## src/rtl/mcu_rst_pkg.sv

```systemverilog
package mcu_rst_pkg;

  typedef enum logic [1:0] {
    SEQ_HOLD = 2'd0,
    SEQ_PWRT = 2'd1,
    SEQ_OST  = 2'd2,
    SEQ_RUN  = 2'd3
  } seq_state_e;

  typedef enum logic [2:0] {
    KIND_NONE       = 3'd0,
    KIND_POWER_ON   = 3'd1,
    KIND_WDT_RUN    = 3'd2,
    KIND_WDT_SLEEP  = 3'd3,
    KIND_CLR_RUN    = 3'd4,
    KIND_CLR_SLEEP  = 3'd5,
    KIND_BROWN_OUT  = 3'd6
  } rst_kind_e;

endpackage

```

## src/rtl/mcu_rst_sync.sv

```systemverilog
// Multi-stage synchronizer with a selectable reset value.
module mcu_rst_sync #(
  parameter int   STAGES  = 2,
  parameter logic RST_VAL = 1'b0
) (
  input  logic clk,
  input  logic rst_n,
  input  logic d_i,
  output logic q_o
);

  logic [STAGES-1:0] sh_q;
  logic [STAGES-1:0] sh_d;

  always_comb begin
    sh_d = {sh_q[STAGES-2:0], d_i};
  end

  always_ff @(posedge clk or negedge rst_n) begin
    if (!rst_n) begin
      sh_q <= {STAGES{RST_VAL}};
    end else begin
      sh_q <= sh_d;
    end
  end

  assign q_o = sh_q[STAGES-1];

endmodule

```

## src/rtl/mcu_rst_filter.sv

```systemverilog
// Glitch filter for the external clear pin: synchronizer plus a
// run-length counter of consecutive low samples.
module mcu_rst_filter #(
  parameter int FILT_LEN = 4
) (
  input  logic clk,
  input  logic rst_n,
  input  logic pin_n_i,
  output logic act_o
);

  localparam int CW = $clog2(FILT_LEN + 1);
  localparam logic [CW-1:0] LAST = CW'(FILT_LEN - 1);

  logic          pin_s;
  logic [CW-1:0] run_q, run_d;
  logic          act_q, act_d;

  mcu_rst_sync #(.STAGES(2), .RST_VAL(1'b1)) i_pin_sync (
    .clk   (clk),
    .rst_n (rst_n),
    .d_i   (pin_n_i),
    .q_o   (pin_s)
  );

  always_comb begin
    if (pin_s) begin
      run_d = '0;
      act_d = 1'b0;
    end else begin
      act_d = act_q | (run_q == LAST);
      run_d = (run_q == LAST) ? run_q : run_q + 1'b1;
    end
  end

  always_ff @(posedge clk or negedge rst_n) begin
    if (!rst_n) begin
      run_q <= '0;
      act_q <= 1'b0;
    end else begin
      run_q <= run_d;
      act_q <= act_d;
    end
  end

  assign act_o = act_q;

endmodule

```

## src/rtl/mcu_rst_timer.sv

```systemverilog
// Delay counter: counts 2**W ticks while run_i is high.
// A disabled counter reports done as soon as it runs.
module mcu_rst_timer #(
  parameter int W = 10
) (
  input  logic clk,
  input  logic rst_n,
  input  logic run_i,
  input  logic en_i,
  input  logic tick_i,
  output logic done_o
);

  localparam logic [W-1:0] CNT_MAX = '1;

  logic [W-1:0] cnt_q, cnt_d;
  logic         cnt_ce;

  assign cnt_ce = ~run_i | (en_i & tick_i);

  always_comb begin
    if (!run_i) begin
      cnt_d = '0;
    end else begin
      cnt_d = cnt_q + 1'b1;
    end
  end

  always_ff @(posedge clk or negedge rst_n) begin
    if (!rst_n) begin
      cnt_q <= '0;
    end else if (cnt_ce) begin
      cnt_q <= cnt_d;
    end
  end

  assign done_o = run_i & (~en_i | (tick_i & (cnt_q == CNT_MAX)));

endmodule

```

## src/rtl/mcu_reset_seq.sv

```systemverilog
// Reset sequencer and classifier for a small microcontroller.
module mcu_reset_seq
  import mcu_rst_pkg::*;
#(
  parameter int PWRT_W   = 11,
  parameter int OST_W    = 10,
  parameter int FILT_LEN = 4
) (
  input  logic       clk,
  input  logic       por_n,
  input  logic       lf_clk,
  input  logic       mclr_n,
  input  logic       wdt_timeout,
  input  logic       bor_detect,
  input  logic       bor_cfg_en,
  input  logic       bor_sw_en,
  input  logic       sleep_i,
  input  logic       pwrt_en,
  input  logic       ost_en,
  output logic       chip_rst,
  output logic       wake_o,
  output logic [2:0] rst_kind,
  output logic       to_flag,
  output logic       pd_flag
);

  // power-on reset, released synchronously
  logic rst_n;

  mcu_rst_sync #(.STAGES(2), .RST_VAL(1'b0)) i_por_sync (
    .clk   (clk),
    .rst_n (por_n),
    .d_i   (1'b1),
    .q_o   (rst_n)
  );

  // low-frequency clock turned into a one-cycle tick
  logic lf_s, lf_q, lf_tick;

  mcu_rst_sync #(.STAGES(2), .RST_VAL(1'b0)) i_lf_sync (
    .clk   (clk),
    .rst_n (rst_n),
    .d_i   (lf_clk),
    .q_o   (lf_s)
  );

  always_ff @(posedge clk or negedge rst_n) begin
    if (!rst_n) begin
      lf_q <= 1'b0;
    end else begin
      lf_q <= lf_s;
    end
  end

  assign lf_tick = lf_s & ~lf_q;

  // filtered external clear
  logic mclr_act;

  mcu_rst_filter #(.FILT_LEN(FILT_LEN)) i_clr_filter (
    .clk     (clk),
    .rst_n   (rst_n),
    .pin_n_i (mclr_n),
    .act_o   (mclr_act)
  );

  // request decode
  seq_state_e seq_state, seq_state_d;
  logic       running;
  logic       bor_req;
  logic       wdt_hit;
  logic       wdt_req;
  logic       any_req;

  assign running  = (seq_state == SEQ_RUN);
  assign bor_req  = bor_detect & bor_cfg_en & bor_sw_en;
  assign wdt_hit  = wdt_timeout & running;
  assign wdt_req  = wdt_hit & ~sleep_i;
  assign any_req  = bor_req | wdt_req | mclr_act;

  // delay chain
  logic pwrt_done, ost_done;

  mcu_rst_timer #(.W(PWRT_W)) i_pwrt (
    .clk    (clk),
    .rst_n  (rst_n),
    .run_i  (seq_state == SEQ_PWRT),
    .en_i   (pwrt_en),
    .tick_i (lf_tick),
    .done_o (pwrt_done)
  );

  mcu_rst_timer #(.W(OST_W)) i_ost (
    .clk    (clk),
    .rst_n  (rst_n),
    .run_i  (seq_state == SEQ_OST),
    .en_i   (ost_en),
    .tick_i (1'b1),
    .done_o (ost_done)
  );

  // sequence next state
  always_comb begin
    seq_state_d = seq_state;
    unique case (seq_state)
      SEQ_HOLD: seq_state_d = SEQ_PWRT;
      SEQ_PWRT: if (pwrt_done) seq_state_d = SEQ_OST;
      SEQ_OST:  if (ost_done)  seq_state_d = SEQ_RUN;
      SEQ_RUN:  seq_state_d = SEQ_RUN;
      default:  seq_state_d = SEQ_HOLD;
    endcase
    if (any_req) begin
      seq_state_d = SEQ_HOLD;
    end
  end

  // classification and status flags
  logic      sleep_q, mclr_q;
  rst_kind_e kind_q, kind_d;
  logic      to_q, to_d, pd_q, pd_d, wake_q, wake_d;

  always_comb begin
    kind_d = kind_q;
    to_d   = to_q;
    pd_d   = pd_q;
    wake_d = 1'b0;
    // lowest priority first, later statements override
    if (sleep_i && !sleep_q && running) begin
      pd_d = 1'b0;
    end
    if (mclr_act && !mclr_q) begin
      kind_d = sleep_i ? KIND_CLR_SLEEP : KIND_CLR_RUN;
    end
    if (wdt_hit) begin
      to_d   = 1'b0;
      kind_d = sleep_i ? KIND_WDT_SLEEP : KIND_WDT_RUN;
      wake_d = sleep_i;
    end
    if (bor_req) begin
      kind_d = KIND_BROWN_OUT;
      to_d   = 1'b1;
      pd_d   = 1'b1;
      wake_d = 1'b0;
    end
  end

  always_ff @(posedge clk or negedge rst_n) begin
    if (!rst_n) begin
      seq_state <= SEQ_HOLD;
      kind_q    <= KIND_POWER_ON;
      to_q      <= 1'b1;
      pd_q      <= 1'b1;
      wake_q    <= 1'b0;
      sleep_q   <= 1'b0;
      mclr_q    <= 1'b0;
    end else begin
      seq_state <= seq_state_d;
      kind_q    <= kind_d;
      to_q      <= to_d;
      pd_q      <= pd_d;
      wake_q    <= wake_d;
      sleep_q   <= sleep_i;
      mclr_q    <= mclr_act;
    end
  end

  assign chip_rst = ~running;
  assign wake_o   = wake_q;
  assign rst_kind = kind_q;
  assign to_flag  = to_q;
  assign pd_flag  = pd_q;

endmodule

```

## config.mk

```make
export PLATFORM = sky130hd
export DESIGN_NAME = mcu_reset_seq
export DESIGN_NICKNAME = d
export VERILOG_FILES = /design/src/rtl/mcu_rst_pkg.sv /design/src/rtl/mcu_rst_sync.sv /design/src/rtl/mcu_rst_filter.sv /design/src/rtl/mcu_rst_timer.sv /design/src/rtl/mcu_reset_seq.sv
export SDC_FILE = /design/constraint.sdc
export NUM_CORES = 1
export LEC_CHECK = 0
export BUFFER_PORTS_ARGS = -buffer_cell sky130_fd_sc_hd__buf_2
export CORE_AREA = 2 2 58 73
export DETAILED_ROUTE_END_ITERATION = 8
export DIE_AREA = 0 0 60 75
export GPL_TIMING_DRIVEN = 0
export PLACE_DENSITY = 0.7
export SLEW_MARGIN = 25
export SYNTH_ARGS = -nofsm -noshare
export SYNTH_HDL_FRONTEND = slang
export SYNTH_SLANG_ARGS = --single-unit
```

## constraint.sdc

```tcl
create_clock -name clk -period 1.2 [get_ports clk]
set_input_delay 0.18 -clock clk [delete_from_list [all_inputs] [get_ports clk]]
set_output_delay 0.18 -clock clk [all_outputs]
set_load 0.02 [all_outputs]
```

==> summary.txt, run 1 <==
Logic synthesis
  – Synth area leader: dfrtp_1
  – Register area share after synthesis: 0.574
  – Synth Warn #: 0
  – Top cells by count, synth: dfrtp_1 (37), nor2_1 (29), nand2_1 (16), xnor2_1 (12), nand3_1 (8)
  – Syn nets: 185
  – Synth area leaders: dfrtp_1 (50%), dfstp_2 (7.1%), nor2_1 (5.9%), xnor2_1 (5.7%), nand2_1 (3.3%)
  – Top-count cell post-synth: dfrtp_1
  – Post-synth EDFFs: 0
  – Synth Cell Area: 1840 um2
  – Mean cell area of the mapped netlist: 10.8 um2
  – Yosys top cell area share: 0.502
  – Ys async rst share: 1.00
  – Yosys cell types: 33
  – Synthesis-stage register bit count: 42
  – Synth Flop Type: dfrtp_1
  – Synthesized instance count: 170

Place
  – DP HPWL: 2350 um
  – RD Place Congestion: 0.739
  – IO buf count: 16
  – Post-Place Cells: 240

Cells and area
  – Layout cells sized above 1: 0.394
  – Non-filler cells in the finished layout: 275
  – FF+latch area: 1060 um2
  – Layout Nets: 235
  – FILL cells: 266
  – Area Overhead vs Synth: 35.6%
  – Area of the multi-input gates: 926 um2
  – N_diodes: 0
  – Final core occ: 0.660

Critical path
  – Crit-path max FO: 8
  – CP required: 1.37 ns
  – Bufs and invs on worst path: 1
  – CP max-delay cell: dfrtp_1
  – Startpoint class of the critical path: flip-flop
  – CP Cell Sequence: nand3b_4, buf_8, nor4_4, xnor2_1, nor2_1
  – Crit Path Category: flip-flop to flip-flop
  – Max stage delay on crit path: 0.39 ns
  – CP Data Arrival Time: 1.49 ns
  – CP top delay family: simple AND/OR/NAND/NOR gates
  – CP Capture Type: flip-flop

Power
  – Maximum vdd drop: 1.51 mV
  – Power per standard cell area: 1450 nW/um2
  – Tot Pwr: 3.63 mW
  – Leak: 1.14 nW

STA
  – Setup_tns: -0.689 ns
  – Max-slew headroom: 0.446
  – RSZ-0062 raised after global routing: yes
  – Slew @ Worst Pin: 0.831 ns
  – Slew Limit Fails: 0
  – Max Freq: 0.757 GHz
  – Setup violators final: 12
  – Worst setup margin: -0.121 ns
  – Final worst-path cycle share: 1.10
  – Hold Vio Cnt, Final: 0
  – Final min period: 1.32 ns
  – Final clock skew: 0.00562 ns
  – Hold_ws: 0.0580 ns

Global route
  – Residual overflow from global routing: 0
  – Pin count of the biggest net entering global routing: 41
  – Global-route wire length before repair: 6150 um
  – GRT Total Usage: 0.182
  – Vias in the first global route: 1,486
  – Initial antenna violation count: 0

Routing
  – Via count: 1,398
  – Initial detailed-routing violation count: 42
  – Final wirelength: 3920 um
  – M1 wire length: 1600 um
  – DRC viols: 0
  – Highest Signal Layer: met4
  – DRT Pass-1 Iters: 4
  – Met3 routed WL: 148 um
  – Met2 wire len: 2090 um
  – Routed wire per std cell: 14.3 um
  – Antenna-violating nets left: 0
  – Vias/cell: 5.08

Clock network
  – CTS HTree Levels: 2
  – Clock root buffer master: clkbuf_8
  – Worst-Skew Late Latency: 0.28 ns
  – CTS tree: done
  – # clock sinks: 42
  – CTS buffer count: 5
  – Worst-path clk slew: 0.08 ns
  – CTS max path bufs: 2

Floorplanning
  – Core area: 3780 um2
  – Die height: 75 um
  – Initial core utilization: 0.487
  – IO Pins: 18
  – Die width: 60 um
  – Die area: 4500 um2
  – Row count: 25

Worst hold path
  – Hold Path Class: input pin to flip-flop

Outcome
  – Failing checks: setup timing
  – Status: finished with violations

Run
  – MaxCap Viol Count: 0
final timing paths:
kind / startpoint / endpoint / slack, ns / cells past startpoint
worst max-delay path: lf_q / i_pwrt.cnt_q[7] / -0.12 / 5
worst min-delay path: sleep_i / sleep_q / 0.06 / 1
worst max register to register: lf_q / i_pwrt.cnt_q[7] / -0.12 / 5
worst min register to register: i_lf_sync.sh_q[0] / i_lf_sync.sh_q[1] / 0.35 / 0
max in group asynchronous: i_por_sync.sh_q[1] / i_pwrt.cnt_q[0] / 0.25 / 0
min in group asynchronous: por_n / i_por_sync.sh_q[1] / 0.20 / 2
cells by family after synthesis:
| family | after synthesis | synth area share |
|---|---|---|
| mux | 3 | 0.0163 |
| simple gates | 83 | 0.240 |
| xor+xnor | 18 | 0.0855 |
| flops | 42 | 0.574 |
| fa+ha+maj | 4 | 0.0272 |
| compound gates | 11 | 0.0339 |
| other cells | 1 | 0.00203 |
| buf+inv | 8 | 0.0210 |
per-stage QoR:
stage                     area [um2]  setup WS (ns)
final                           2500         -0.121
after global routing            2500         -0.173
after detailed placement        2020         -0.157
after CTS                       2340         -0.120
after global placement          2020         -0.134
after floorplan                 1870        -0.0457
report_power, final:
part / internal (mW) / total [mW] / switching (mW)
combinational: 0.383 / 0.926 / 0.543
clock: 0.464 / 0.908 / 0.445
sequential: 1.63 / 1.80 / 0.168
total: 2.48 / 3.63 / 1.16
layout make-up:
cell class / instances / area share
clock inverters: 1 / 0.00200
well taps: 54 / 0.0270
flip-flops and latches: 42 / 0.425
repair buffers: 43 / 0.123
clock buffers: 7 / 0.0345
plain buffers: 4 / 0.0120
inverters: 4 / 0.00601
multi-input cells: 120 / 0.370
what timing repair did:
item / CTS / global route
pin swaps: 10 / 10
hold buffers: 3 / 0
resized for setup: 17 / 24
endpoints found under the setup margin: 14 / 28
buffers inserted: 18 / 6
endpoints found under the hold margin: 4 / 0
cell usage in the layout (no fill, tap or decap), types with 4 or more instances in the layout:
master / synthesis / final
dfrtp_1: 37 / 33
nor2_1: 29 / 27
buf_4: 0 / 21
buf_2: 1 / 17
nand2_1: 16 / 14
xnor2_1: 12 / 12
nand3_1: 8 / 7
clkbuf_8: 0 / 6
nand2b_1: 5 / 5
xor2_1: 6 / 5
dfstp_2: 5 / 5
inv_1: 4 / 4
nand4_1: 4 / 4
o21ai_0: 4 / 4
dfrtp_2: 0 / 4
buf_6: 1 / 4
registers in the layout, summed over array words and instances, names as in the netlist:
register / cells
mclr_q: 1
wake_o: 1
rst_kind: 3
i_clr_filter.run_q: 3
i_clr_filter.i_pin_sync.sh_q: 2
seq_state: 2
i_clr_filter.act_o: 1
i_por_sync.sh_q: 2
i_ost.cnt_q: 10
to_flag: 1
sleep_q: 1
i_pwrt.cnt_q: 11
i_lf_sync.sh_q: 2
lf_q: 1
pd_flag: 1
layer usage:
metal | GRT usage | vias to the layer above
li1 | - | 664
met1 | 0.208 | 688
met2 | 0.316 | 36
met3 | 0.0430 | 10
met4 | 0.0914 | 0
met5 | 0 | -
Note: power is estimated with default switching activity, not from simulation.
==> run 2, diff against run 1 <==
- SETUP_SLACK_MARGIN: default -> 0.15
==> summary.txt, run 2 (synthesis gave the netlist of run 1 again) <==
Outcome
  – Status: finished with violations
  – Failing checks: setup timing

Power
  – Power per standard cell area: 1440 nW/um2 (-0.80%)
  – Maximum vdd drop: 1.47 mV (-2.7%)
  – Tot Pwr: 4.05 mW (+12%)
  – Leak: 1.31 nW (+15%)

Critical path
  – Crit Path Category: flip-flop to flip-flop
  – CP Cell Sequence: nand3b_4, buf_8, buf_6, nor3_4, xnor2_2, nor2_1
  – Crit-path max FO: 7 (-1)
  – CP Capture Type: flip-flop
  – Startpoint class of the critical path: flip-flop
  – CP required: 1.38 ns (about the same)
  – CP Data Arrival Time: 1.58 ns (+0.09 ns)
  – CP max-delay cell: dfrtp_1
  – Max stage delay on crit path: 0.38 ns (about the same)

STA
  – Worst setup margin: -0.206 ns (-0.0847 ns)
  – Max Freq: 0.711 GHz (-6.0%)
  – Slew Limit Fails: 0 (unchanged)
  – Final worst-path cycle share: 1.17 (+0.0706)
  – Max-slew headroom: 0.656 (+0.209)
  – Final min period: 1.41 ns (+0.0847 ns)
  – Slew @ Worst Pin: 0.517 ns (-0.314 ns)
  – Final clock skew: 0.00614 ns (+0.000523 ns)
  – Hold Vio Cnt, Final: 0 (unchanged)
  – RSZ-0062 raised after global routing: yes
  – Setup violators final: 13 (+1)

Global route
  – Met2 Use GR: 0.355 (+0.0386)
  – Pin count of the biggest net entering global routing: 41 (unchanged)
  – Met3 Track Usage GR: 0.0481 (+0.00515)
  – Global-route wire length before repair: 6690 um (+8.8%)
  – GRT Max-Usage Layer: met2
  – Met1 GRT Util: 0.231 (+0.0230)
  – Residual overflow from global routing: 0 (unchanged)
  – Vias in the first global route: 1,546 (+4.0%)
  – Initial antenna violation count: 0 (unchanged)
  – GRT Total Usage: 0.202 (+0.0192)

Floorplanning
  – Die height: 75 um (unchanged)
  – Initial core utilization: 0.487 (unchanged)
  – Row count: 25 (unchanged)
  – Core area: 3780 um2 (unchanged)
  – Die width: 60 um (unchanged)
  – IO Pins: 18 (unchanged)
  – Die area: 4500 um2 (unchanged)

Cells and area
  – Largest Register: i_pwrt.cnt_q
  – Area Overhead vs Synth: 52.6%
  – Layout Nets: 250 (+6.4%)
  – Max reg flops: 11 (unchanged)
  – Layout cells sized above 1: 0.479 (+0.0851)
  – Non-filler cells in the finished layout: 290 (+5.5%)
  – Top Registers: i_pwrt.cnt_q x11, i_ost.cnt_q x10
  – Commonest non-fill, non-tap cells in the layout: dfrtp_1 (33), nor2_1 (26), buf_4 (22)
  – N_diodes: 0 (unchanged)
  – Commonest non-fill, non-tap cell in the layout: dfrtp_1
  – Design area: 2810 um2 (+13%)

Routing
  – Via count: 1,493 (+6.8%)
  – Final wirelength: 4400 um (+12%)
  – Routed wire per std cell: 15.2 um (+6.4%)
  – Vias/cell: 5.15 (+1.3%)
  – DRC viols: 0 (unchanged)
  – DRT Pass-1 Iters: 4 (unchanged)
  – Antenna-violating nets left: 0 (unchanged)
  – Initial detailed-routing violation count: 39 (-7.1%)

Clock network
  – CTS HTree Levels: 2 (unchanged)
  – # clock sinks: 42 (unchanged)
  – Worst-path clk slew: 0.08 ns (about the same)
  – Clock root buffer master: clkbuf_8
  – CTS max path bufs: 2 (unchanged)
  – CTS tree: done
  – CTS buffer count: 5 (unchanged)
  – Worst-Skew Late Latency: 0.29 ns (about the same)

Place
  – Setup slack at placement: -0.183 ns (-0.0260 ns)
  – Area post-placement: 2050 um2 (+1.4%)
  – Post-Place Cells: 240 (unchanged)
  – IO buf count: 16 (unchanged)
  – DP HPWL: 2350 um (about the same)
  – RD Place Congestion: 0.737 (-0.23%)

Worst hold path
  – Hold Path Class: input pin to flip-flop

Run
  – MaxCap Viol Count: 0 (unchanged)
==> run 2: cell count changes in the layout (fill, tap and decap cells not counted), moves of 3 or more <==
| cell | delta |
|---|---|
| buf_6 | +17 |
| xnor2_1 | -4 |
| xnor2_2 | +4 |
| buf_2 | -3 |
| nor3_4 | +3 |
==> run 2: worst max-delay path, delay by kind of cell (launching register included) <==
kind	cells	cell delay, ns
buffers and inverters	2	0.27
and+or+nand+nor	3	0.49
DFF	1	0.38
xor gates and xnor gates	1	0.16
==> run 2: cell type report <==
| class | count | area [um2] |
|---|---|---|
| Sequential cell | 42 | 1060 |
| Multi-Input combinational cell | 120 | 1020 |
| Fill cell | 222 | 972 |
| Timing Repair Buffer | 58 | 500 |
| Clock buffer | 5 | 68.8 |
| Tap cell | 54 | 67.6 |
| Clock inverter | 3 | 40.0 |
| Buffer | 4 | 36.3 |
| Inverter | 4 | 17.5 |
==> run 2: what timing repair did <==
action                     in CTS  in global routing
pin swaps                      34                 34
cloned                          0                  0
resized for setup              46                 30
setup endpoints to repair      30                 66
hold endpoints to repair        4                  0
buffers inserted               24                 15
hold buffers                    3                  0
==> run 2: path summary, 6_finish.rpt <==
path / startpoint / end / slack, ns / cells past startpoint
max: lf_q / i_pwrt.cnt_q[5] / -0.21 / 6
min: sleep_i / sleep_q / 0.05 / 1
max reg2reg: lf_q / i_pwrt.cnt_q[5] / -0.21 / 6
min reg2reg: i_por_sync.sh_q[1] / i_ost.cnt_q[6] / 0.31 / 0
max in group asynchronous: i_por_sync.sh_q[1] / i_pwrt.cnt_q[1] / 0.52 / 0
min in group asynchronous: por_n / i_por_sync.sh_q[1] / 0.19 / 2
==> run 2: power by group <==
group	total [mW]	switching, mW	internal [mW]
logic	1.16	0.595	0.560
registers	1.81	0.177	1.63
clock network	1.09	0.478	0.612
total	4.05	1.25	2.81
==> run 2: routing by layer <==
metal	vias to the layer above	part of all wire
met5	-	0
met4	0	0.024
met3	10	0.039
met2	32	0.53
met1	754	0.40
li1	697	-
==> run 2: stage by stage <==
step | setup TNS [ns] | hold WS [ns] | utilization
global placement | -0.741 | -0.0354 | 0.541
finish | -1.36 | 0.0538 | 0.743
global route | -2.24 | 0.0443 | 0.743
detailed placement | -1.22 | -0.0340 | 0.541
CTS | -0.735 | 0.0471 | 0.675
floorplan | -0.119 | -0.116 | -
==> run 3, diff against run 2 <==
- CORE_AREA: 2 2 58 73 -> 2 2 61 77
- DIE_AREA: 0 0 60 75 -> 0 0 63 79
- PLACE_DENSITY: 0.7 -> default
==> summary.txt, run 3 (synthesis gave the netlist of run 1 again) <==
STA
  – Hold Vio Cnt, Final: 0 (unchanged)
  – Slew Limit Fails: 0 (unchanged)
  – Hold_ws: 0.0411 ns (-0.0127 ns)
  – Final min period: 1.31 ns (-0.0969 ns)
  – Final clock skew: 0.0107 ns (+0.00456 ns)
  – Max Freq: 0.764 GHz (+7.4%)
  – Final worst-path cycle share: 1.09 (-0.0807)
  – RSZ-0062 raised after global routing: yes
  – Setup violators final: 9 (-4)
  – Setup_tns: -0.546 ns (+0.817 ns)
  – Worst setup margin: -0.109 ns (+0.0969 ns)

Place
  – Post-Place Cells: 244 (+1.7%)
  – DP HPWL: 2300 um (-1.9%)
  – Area post-placement: 2050 um2 (+0.24%)
  – RD Place Congestion: 0.682 (-7.5%)
  – IO buf count: 16 (unchanged)

Global route
  – Vias in the first global route: 1,509 (-2.4%)
  – Global-route wire length before repair: 6560 um (-2.0%)
  – Residual overflow from global routing: 0 (unchanged)
  – GRT Total Usage: 0.170 (-0.0315)
  – Pin count of the biggest net entering global routing: 41 (unchanged)
  – Initial antenna violation count: 0 (unchanged)

Floorplanning
  – Die height: 79 um (+5.3%)
  – Core area: 4290 um2 (+13%)
  – Row count: 27 (+8.0%)
  – Die area: 4980 um2 (+11%)
  – IO Pins: 18 (unchanged)
  – Initial core utilization: 0.430 (-0.0574)
  – Die width: 63 um (+5.0%)

Critical path
  – Startpoint class of the critical path: flip-flop
  – Crit Path Category: flip-flop to flip-flop
  – CP Data Arrival Time: 1.49 ns (-0.09 ns)
  – CP required: 1.38 ns (about the same)
  – CP Capture Type: flip-flop
  – Crit-path max FO: 4 (-3)

Clock network
  – Clock root buffer master: clkbuf_8
  – Worst-Skew Late Latency: 0.30 ns (about the same)
  – # clock sinks: 42 (unchanged)
  – CTS buffer count: 5 (unchanged)
  – CTS tree: done
  – CTS max path bufs: 2 (unchanged)
  – Worst-path clk slew: 0.08 ns (about the same)
  – CTS HTree Levels: 2 (unchanged)

Routing
  – Initial detailed-routing violation count: 46 (+18%)
  – DRC viols: 0 (unchanged)
  – Via count: 1,418 (-5.0%)
  – DRT Pass-1 Iters: 4 (unchanged)
  – Final wirelength: 3910 um (-11%)
  – Antenna-violating nets left: 0 (unchanged)
  – Routed wire per std cell: 13.5 um (-11%)
  – Vias/cell: 4.91 (-4.7%)

Cells and area
  – Commonest non-fill, non-tap cells in the layout: dfrtp_1 (32), buf_4 (24), nor2_1 (23)
  – Layout cells sized above 1: 0.485 (+0.00603)
  – Non-filler cells in the finished layout: 289 (-0.34%)
  – Largest Register: i_pwrt.cnt_q
  – Area Overhead vs Synth: 50.0%
  – Top Registers: i_pwrt.cnt_q x11, i_ost.cnt_q x10
  – FF+latch area: 1070 um2 (+0.12%)
  – N_diodes: 0 (unchanged)
  – Design area: 2760 um2 (-1.7%)
  – Area of the multi-input gates: 1020 um2 (+0.12%)
  – FILL cells: 363 (+64%)
  – Layout Nets: 245 (-2.0%)
  – Final core occ: 0.644 (-0.0989)
  – Commonest non-fill, non-tap cell in the layout: dfrtp_1
  – Max reg flops: 11 (unchanged)

Power
  – Power per standard cell area: 1470 nW/um2 (+2.1%)
  – Maximum vdd drop: 0.914 mV (-38%)
  – Leak: 1.30 nW (-1.2%)

Outcome
  – Failing checks: setup timing
  – Status: finished with violations

Run
  – MaxCap Viol Count: 0 (unchanged)

Worst hold path
  – Hold Path Class: input pin to flip-flop
## run 3: changes by cell type in the layout (fill, tap and decap cells not counted), moves of 2 or more
cell / previous run / this run
buf_2: 14 / 12
buf_4: 22 / 24
buf_6: 21 / 14
clkbuf_8: 5 / 9
clkinv_2: 2 / 0
nand3_1: 6 / 4
nand3_2: 0 / 4
nand3_4: 4 / 2
nor2_1: 26 / 23
nor2_2: 0 / 3
## run 3: final cells by class
| type | count | area share |
|---|---|---|
| flip-flops and latches | 42 | 0.386 |
| multi-input cells | 120 | 0.368 |
| repair buffers | 53 | 0.160 |
| clock buffers | 8 | 0.0398 |
| well taps | 58 | 0.0263 |
| plain buffers | 4 | 0.0140 |
| inverters | 4 | 0.00543 |
## run 3: what timing repair did
action,in CTS,in global routing
setup buffers,26,7
resized for setup,53,17
endpoints found under the hold margin,4,0
hold buffers,3,0
gates cloned,1,0
pin swaps,33,31
setup endpoints to repair,30,68
## run 3: worst max-delay path, cell delays in order, from the launching register on
cell	delay [ns]
dfrtp_2	0.43
ha_4	0.16
nand2_4	0.09
nor4_4	0.30
xnor2_1	0.15
nor2_1	0.06
## run 3: routing by layer
metal  vias to the layer above  global-route usage  part of all wire
met1                       710               0.181              0.39
met5                         -                   0                 0
met4                         0              0.0756             0.021
met3                         7              0.0467             0.021
met2                        15               0.312              0.57
li1                        686                   -                 -
## run 3: metrics by stage
step	total power [mW]	setup WS, ns
finish	4.07	-0.109
floorplan	2.31	-0.0373
CTS	3.99	-0.101
global route	4.31	-0.157
global placement	2.52	-0.115
detailed placement	2.57	-0.147
## run 3: path summary, 6_finish.rpt
kind / start / endpoint / slack, ns / cells past startpoint
worst min register to register: i_por_sync.sh_q[1] / i_ost.cnt_q[5] / 0.31 / 0
worst max-delay path: i_pwrt.cnt_q[1] / i_pwrt.cnt_q[8] / -0.11 / 5
min in group asynchronous: por_n / i_por_sync.sh_q[1] / 0.18 / 2
worst min-delay path: sleep_i / sleep_q / 0.04 / 1
max in group asynchronous: i_por_sync.sh_q[1] / rst_kind[0] / 0.53 / 0
worst max register to register: i_pwrt.cnt_q[1] / i_pwrt.cnt_q[8] / -0.11 / 5
## run 3: where the power goes
part | switching (mW) | total [mW] | internal (mW)
clock network | 0.459 | 1.04 | 0.580
registers | 0.172 | 1.80 | 1.63
logic | 0.601 | 1.22 | 0.624
